[src/rtl/tstctl_pkg.sv]
package tstctl_pkg;
  localparam int WORD_W   = 32;
  localparam int DATA_W   = 8;
  localparam int ADDR_W   = 8;
  localparam int PORT_W   = 3;
  localparam int DATA_LSB = 0;
  localparam int ADDR_LSB = 8;
  localparam int PORT_LSB = 16;
  localparam int WE_BIT   = 21;
  localparam int TCK_BIT  = 22;
  localparam int TRST_BIT = 23;

  typedef struct packed {
    logic [PORT_W-1:0] port;
    logic [ADDR_W-1:0] addr;
    logic [DATA_W-1:0] data;
  } wr_cmd_t;
endpackage

[src/rtl/tstctl_decode.sv]
module tstctl_decode
  import tstctl_pkg::*;
#(
  parameter int NPORTS = 2
) (
  input  logic              clk,
  input  logic              rst_n,
  input  logic              valid,
  input  logic [WORD_W-1:0] word,
  output logic              commit,
  output logic              clear,
  output wr_cmd_t           cmd
);
  logic prev_tck_q;
  logic trst_n_q;
  logic rise;
  logic port_ok;

  always_comb begin
    cmd.data = word[DATA_LSB +: DATA_W];
    cmd.addr = word[ADDR_LSB +: ADDR_W];
    cmd.port = word[PORT_LSB +: PORT_W];
    port_ok  = (int'(cmd.port) < NPORTS);
    rise     = valid && word[TCK_BIT] && !prev_tck_q;
    clear    = valid ? !word[TRST_BIT] : !trst_n_q;
    commit   = rise && word[WE_BIT] && word[TRST_BIT] && port_ok;
  end

  always_ff @(posedge clk) begin
    if (!rst_n) begin
      prev_tck_q <= 1'b0;
      trst_n_q   <= 1'b0;
    end else if (valid) begin
      prev_tck_q <= word[TCK_BIT];
      trst_n_q   <= word[TRST_BIT];
    end
  end
endmodule

[src/rtl/tstctl_portregs.sv]
module tstctl_portregs
  import tstctl_pkg::*;
#(
  parameter int TAP_EN  = 0,
  parameter int TAP_REG = 6,
  parameter int TAP_BIT = 2
) (
  input  logic              clk,
  input  logic              rst_n,
  input  logic              clear,
  input  logic              we,
  input  logic [ADDR_W-1:0] addr,
  input  logic [DATA_W-1:0] data,
  output logic              tap
);
  localparam int DEPTH = 1 << ADDR_W;

  logic [DATA_W-1:0] regs [DEPTH];

  always_ff @(posedge clk) begin
    if (!rst_n || clear) begin
      for (int i = 0; i < DEPTH; i++) regs[i] <= '0;
    end else if (we) begin
      regs[addr] <= data;
    end
  end

  generate
    if (TAP_EN != 0) begin : g_tap
      assign tap = regs[TAP_REG][TAP_BIT];
    end else begin : g_notap
      assign tap = 1'b0;
    end
  endgenerate
endmodule

[src/rtl/tstctl_top.sv]
module tstctl_top
  import tstctl_pkg::*;
#(
  parameter int NPORTS     = 2,
  parameter int CLKEN_REG  = 6,
  parameter int CLKEN_BIT  = 2
) (
  input  logic              clk,
  input  logic              rst_n,
  input  logic              bus_valid,
  output logic              bus_ready,
  input  logic [WORD_W-1:0] bus_wdata,
  output logic              phy_clk_en,
  output logic              cw_valid,
  output logic [PORT_W-1:0] cw_port,
  output logic [ADDR_W-1:0] cw_addr,
  output logic [DATA_W-1:0] cw_data
);
  logic        commit;
  logic        clear;
  wr_cmd_t     cmd;
  wr_cmd_t     cw_q;
  logic        cw_valid_q;
  logic [NPORTS-1:0] taps;

  assign bus_ready = 1'b1;

  tstctl_decode #(.NPORTS(NPORTS)) u_dec (
    .clk    (clk),
    .rst_n  (rst_n),
    .valid  (bus_valid),
    .word   (bus_wdata),
    .commit (commit),
    .clear  (clear),
    .cmd    (cmd)
  );

  generate
    for (genvar p = 0; p < NPORTS; p++) begin : g_port
      tstctl_portregs #(
        .TAP_EN  ((p == 0) ? 1 : 0),
        .TAP_REG (CLKEN_REG),
        .TAP_BIT (CLKEN_BIT)
      ) u_regs (
        .clk   (clk),
        .rst_n (rst_n),
        .clear (clear),
        .we    (commit && (int'(cmd.port) == p)),
        .addr  (cmd.addr),
        .data  (cmd.data),
        .tap   (taps[p])
      );
    end
  endgenerate

  assign phy_clk_en = |taps;

  always_ff @(posedge clk) begin
    if (!rst_n) begin
      cw_valid_q <= 1'b0;
      cw_q       <= '0;
    end else begin
      cw_valid_q <= commit;
      if (commit) cw_q <= cmd;
    end
  end

  assign cw_valid = cw_valid_q;
  assign cw_port  = cw_q.port;
  assign cw_addr  = cw_q.addr;
  assign cw_data  = cw_q.data;
endmodule

[config.mk]
export PLATFORM = sky130hd
export DESIGN_NAME = tstctl_top
export DESIGN_NICKNAME = d
export VERILOG_FILES = /design/src/rtl/tstctl_pkg.sv /design/src/rtl/tstctl_decode.sv /design/src/rtl/tstctl_portregs.sv /design/src/rtl/tstctl_top.sv
export SDC_FILE = /design/constraint.sdc
export NUM_CORES = 1
export LEC_CHECK = 0
export ABC_AREA = 1
export BUFFER_PORTS_ARGS = -buffer_cell sky130_fd_sc_hd__buf_2
export CAP_MARGIN = 20
export CELL_PAD_IN_SITES_DETAIL_PLACEMENT = 0
export CELL_PAD_IN_SITES_GLOBAL_PLACEMENT = 1
export CORE_MARGIN = 2
export CORE_UTILIZATION = 25
export DETAILED_ROUTE_END_ITERATION = 16
export GPL_TIMING_DRIVEN = 1
export PLACE_DENSITY = 0.86
export SLEW_MARGIN = 25
export SYNTH_ARGS = -nofsm -noshare
export SYNTH_HDL_FRONTEND = slang
export SYNTH_SLANG_ARGS = --single-unit
export TNS_END_PERCENT = 30
[constraint.sdc]
create_clock -name clk -period 1 [get_ports clk]
set_input_delay 0.1 -clock clk [delete_from_list [all_inputs] [get_ports clk]]
set_output_delay 0.1 -clock clk [all_outputs]
set_load 0.05 [all_outputs]
==> results.py <==
metrics = {
    "route": {
        "vias": 843,
        "vias_per_cell": 3.85,
        "route.detailed.drc": 0,
        "final_antenna_net_count": 0,
        "drtPass1Iterations": 4,
        "post_drt_wl_per_cell_um": 9.30,
        "drt_wl_total_um": 2040,
        "drtIter0Drc": 11,
    },
    "cts": {
        "cts_made_buffers": 3,
        "cts.sinks": 23,
        "htreeDepth": 1,
        "clk_pin_slew_ps": 80,
        "cts_buffer_depth": 2,
        "cts_tree": "done",
        "clk_latency_ps": 260,
        "hold_buffers": 0,
        "postCtsSetupBuffers": 0,
        "clockRootBuffer": "clkbuf_8",
    },
    "global_route": {
        "track_usage": 0.104,
        "grt_pass1_vias": 787,
        "antenna_found_initial": 0,
        "overflow": 0,
        "grt_pass1_wl_um": 3390,
        "grt_max_degree": 20,
    },
    "place": {
        "dp_hpwl_um": 1570,
        "port_buffers": 45,
        "gp_congestion": 0.674,
        "placed_cells": 215,
    },
    "timing": {
        "rsz0062_at_grt": "true",
        "drv_slew": 0,
        "fin_crit_sh": 1.07,
        "hold_viol": 0,
        "period_needed_ps": 1070,
        "worst_slack_ps": -74.9,
        "setup_viol": 18,
        "finClkSkew_ps": 2.96,
        "fmax_ghz": 0.930,
    },
    "floorplanning": {
        "start_util": 0.256,
        "coreArea_um2": 3610,
        "rows": 22,
        "die_w_um": 64.7,
        "die_area_um2": 4190,
        "io_pins": 57,
        "fp.dieH_um": 64.7,
    },
    "critical_path": {
        "critPathLaunchType": "flop",
        "cp-end-kind": "flop",
        "critPathArrivalTime_ps": 1060,
        "path_max_fanout": 2,
        "critPathRequiredTime_ps": 980,
        "worstSetupPathType": "reg2reg",
    },
    "logic_synthesis": {
        "synth_top_area_cell": "dfxtp_1",
        "synth-main-ff-cell": "dfxtp_1",
        "synth.distinct_cells": 21,
        "synth-seq-area-share": 0.510,
        "synth_seq_cells": 23,
        "syn_avg_cell_area_um2": 7.62,
        "synth_top_area_share": 0.478,
        "syn-cell-area_um2": 922,
        "syn_inst": 121,
        "synth_nets": 156,
        "synth_area_leaders": "dfxtp_1 48%, nor2_1 17%, o21ai_0 4.9%",
        "ys_warn_count": 0,
        "synth_edf_count": 1,
        "synth-async-reset-ratio": 0,
    },
    "cells_and_area": {
        "antenna_cells": 0,
        "drive_above_1_share": 0.380,
        "seq_area_um2": 472,
        "stdcell_count": 219,
        "fin_nets": 207,
        "nFillCells": 419,
        "layout_common_cells": "42 x nor2_1, 42 x buf_2, 21 x dfxtp_1, 11 x inv_1, 11 x nand2_1",
        "areaGrowthSynthToFinish_pct": 38.7,
        "multi_input_area_um2": 358,
    },
    "pwr": {
        "power_density_nw_per_um2": 1320,
        "vdd_drop_max_mv": 1.02,
        "total_power_mw": 1.69,
        "p_leak_nw": 0.697,
    },
    "run": {
        "cap_violations": 0,
    },
    "run_status": {
        "violations": "setup timing",
        "status": "complete, but fails checks",
    },
    "worst_hold_path": {
        "hold_class": "in2reg",
    },
}
[final cells by class]
type	instances	share of cell area
Timing Repair Buffer	52	0.229
Multi-Input combinational cell	79	0.280
Inverter	13	0.0401
Tap cell	48	0.0470
Sequential cell	23	0.369
Clock buffer	4	0.0352
[worst max-delay path, cell delays in order, from the launching register on]
cell and delay [ps]:
dfxtp_2 340, nor2_4 90, nand2_4 60, nor3_2 140, nand2_1 100, nand2_1 70
[through the flow]
step           TNS, ps   util  setup WS [ps]  hold slack [ps]  cell area, µm²
6_report          -546  0.355          -74.9             65.3            1280
5_1_grt          -2760  0.355           -201             67.0            1280
4_1_cts          -1030  0.351          -88.6             60.1            1270
3_5_place_dp     -1400  0.336          -91.1              336            1210
3_3_place_gp     -1080  0.336          -77.1              322            1210
2_1_floorplan    -70.0      -          -7.97              235             932
[cells in the mapped netlist, types with 2 or more instances]
cell	count
o21ai_1	7
nand2_2	2
inv_1	11
nor2_4	2
o21ai_0	9
nand2_1	11
inv_2	2
dfxtp_1	22
nor2_1	42
buf_4	2
[layer usage]
layer,vias up,GRT usage,part of all wire
met5,-,0,0
li1,464,-,-
met1,349,0.124,0.46
met3,2,0.0365,0.077
met2,28,0.180,0.46
met4,0,0.0160,0.0039
[path summary, 6_finish.rpt]
path | startpoint | end | slack [ps] | cells past startpoint
min | bus_wdata[7] | cw_data[7] | 70 | 3
max | u_dec.prev_tck_q | g_port[0].u_regs.regs[6][2] | -70 | 5
max reg2reg | u_dec.prev_tck_q | g_port[0].u_regs.regs[6][2] | -70 | 5
min reg2reg | cw_port[1] | cw_port[1] | 430 | 2
[power breakdown]
group,switching [mW],leakage (nW),total [mW],internal (mW)
sequential,0.00719,0.189,0.944,0.937
clock,0.273,0.0228,0.556,0.283
combinational,0.114,0.485,0.185,0.0714
[cells by family after synthesis]
logic type / Yosys count / synth area share
flops: 23 / 0.510
compound gates: 18 / 0.102
other cells: 1 / 0.00407
buf+inv: 19 / 0.113
simple gates: 60 / 0.271
[what timing repair did]
action / CTS / global route
hold endpoints to repair: 0 / 0
pin swaps: 1 / 0
resized for setup: 3 / 4
endpoints found under the setup margin: 18 / 25
[sequential cells by signal, summed over array words and instances (netlist names)]
name,flops
g_port.u_regs.regs,1
u_dec.prev_tck_q,1
cw_valid,1
u_dec.trst_n_q,1
cw_data,8
cw_port,3
cw_addr,8
Note: power is estimated with default switching activity, not from simulation.
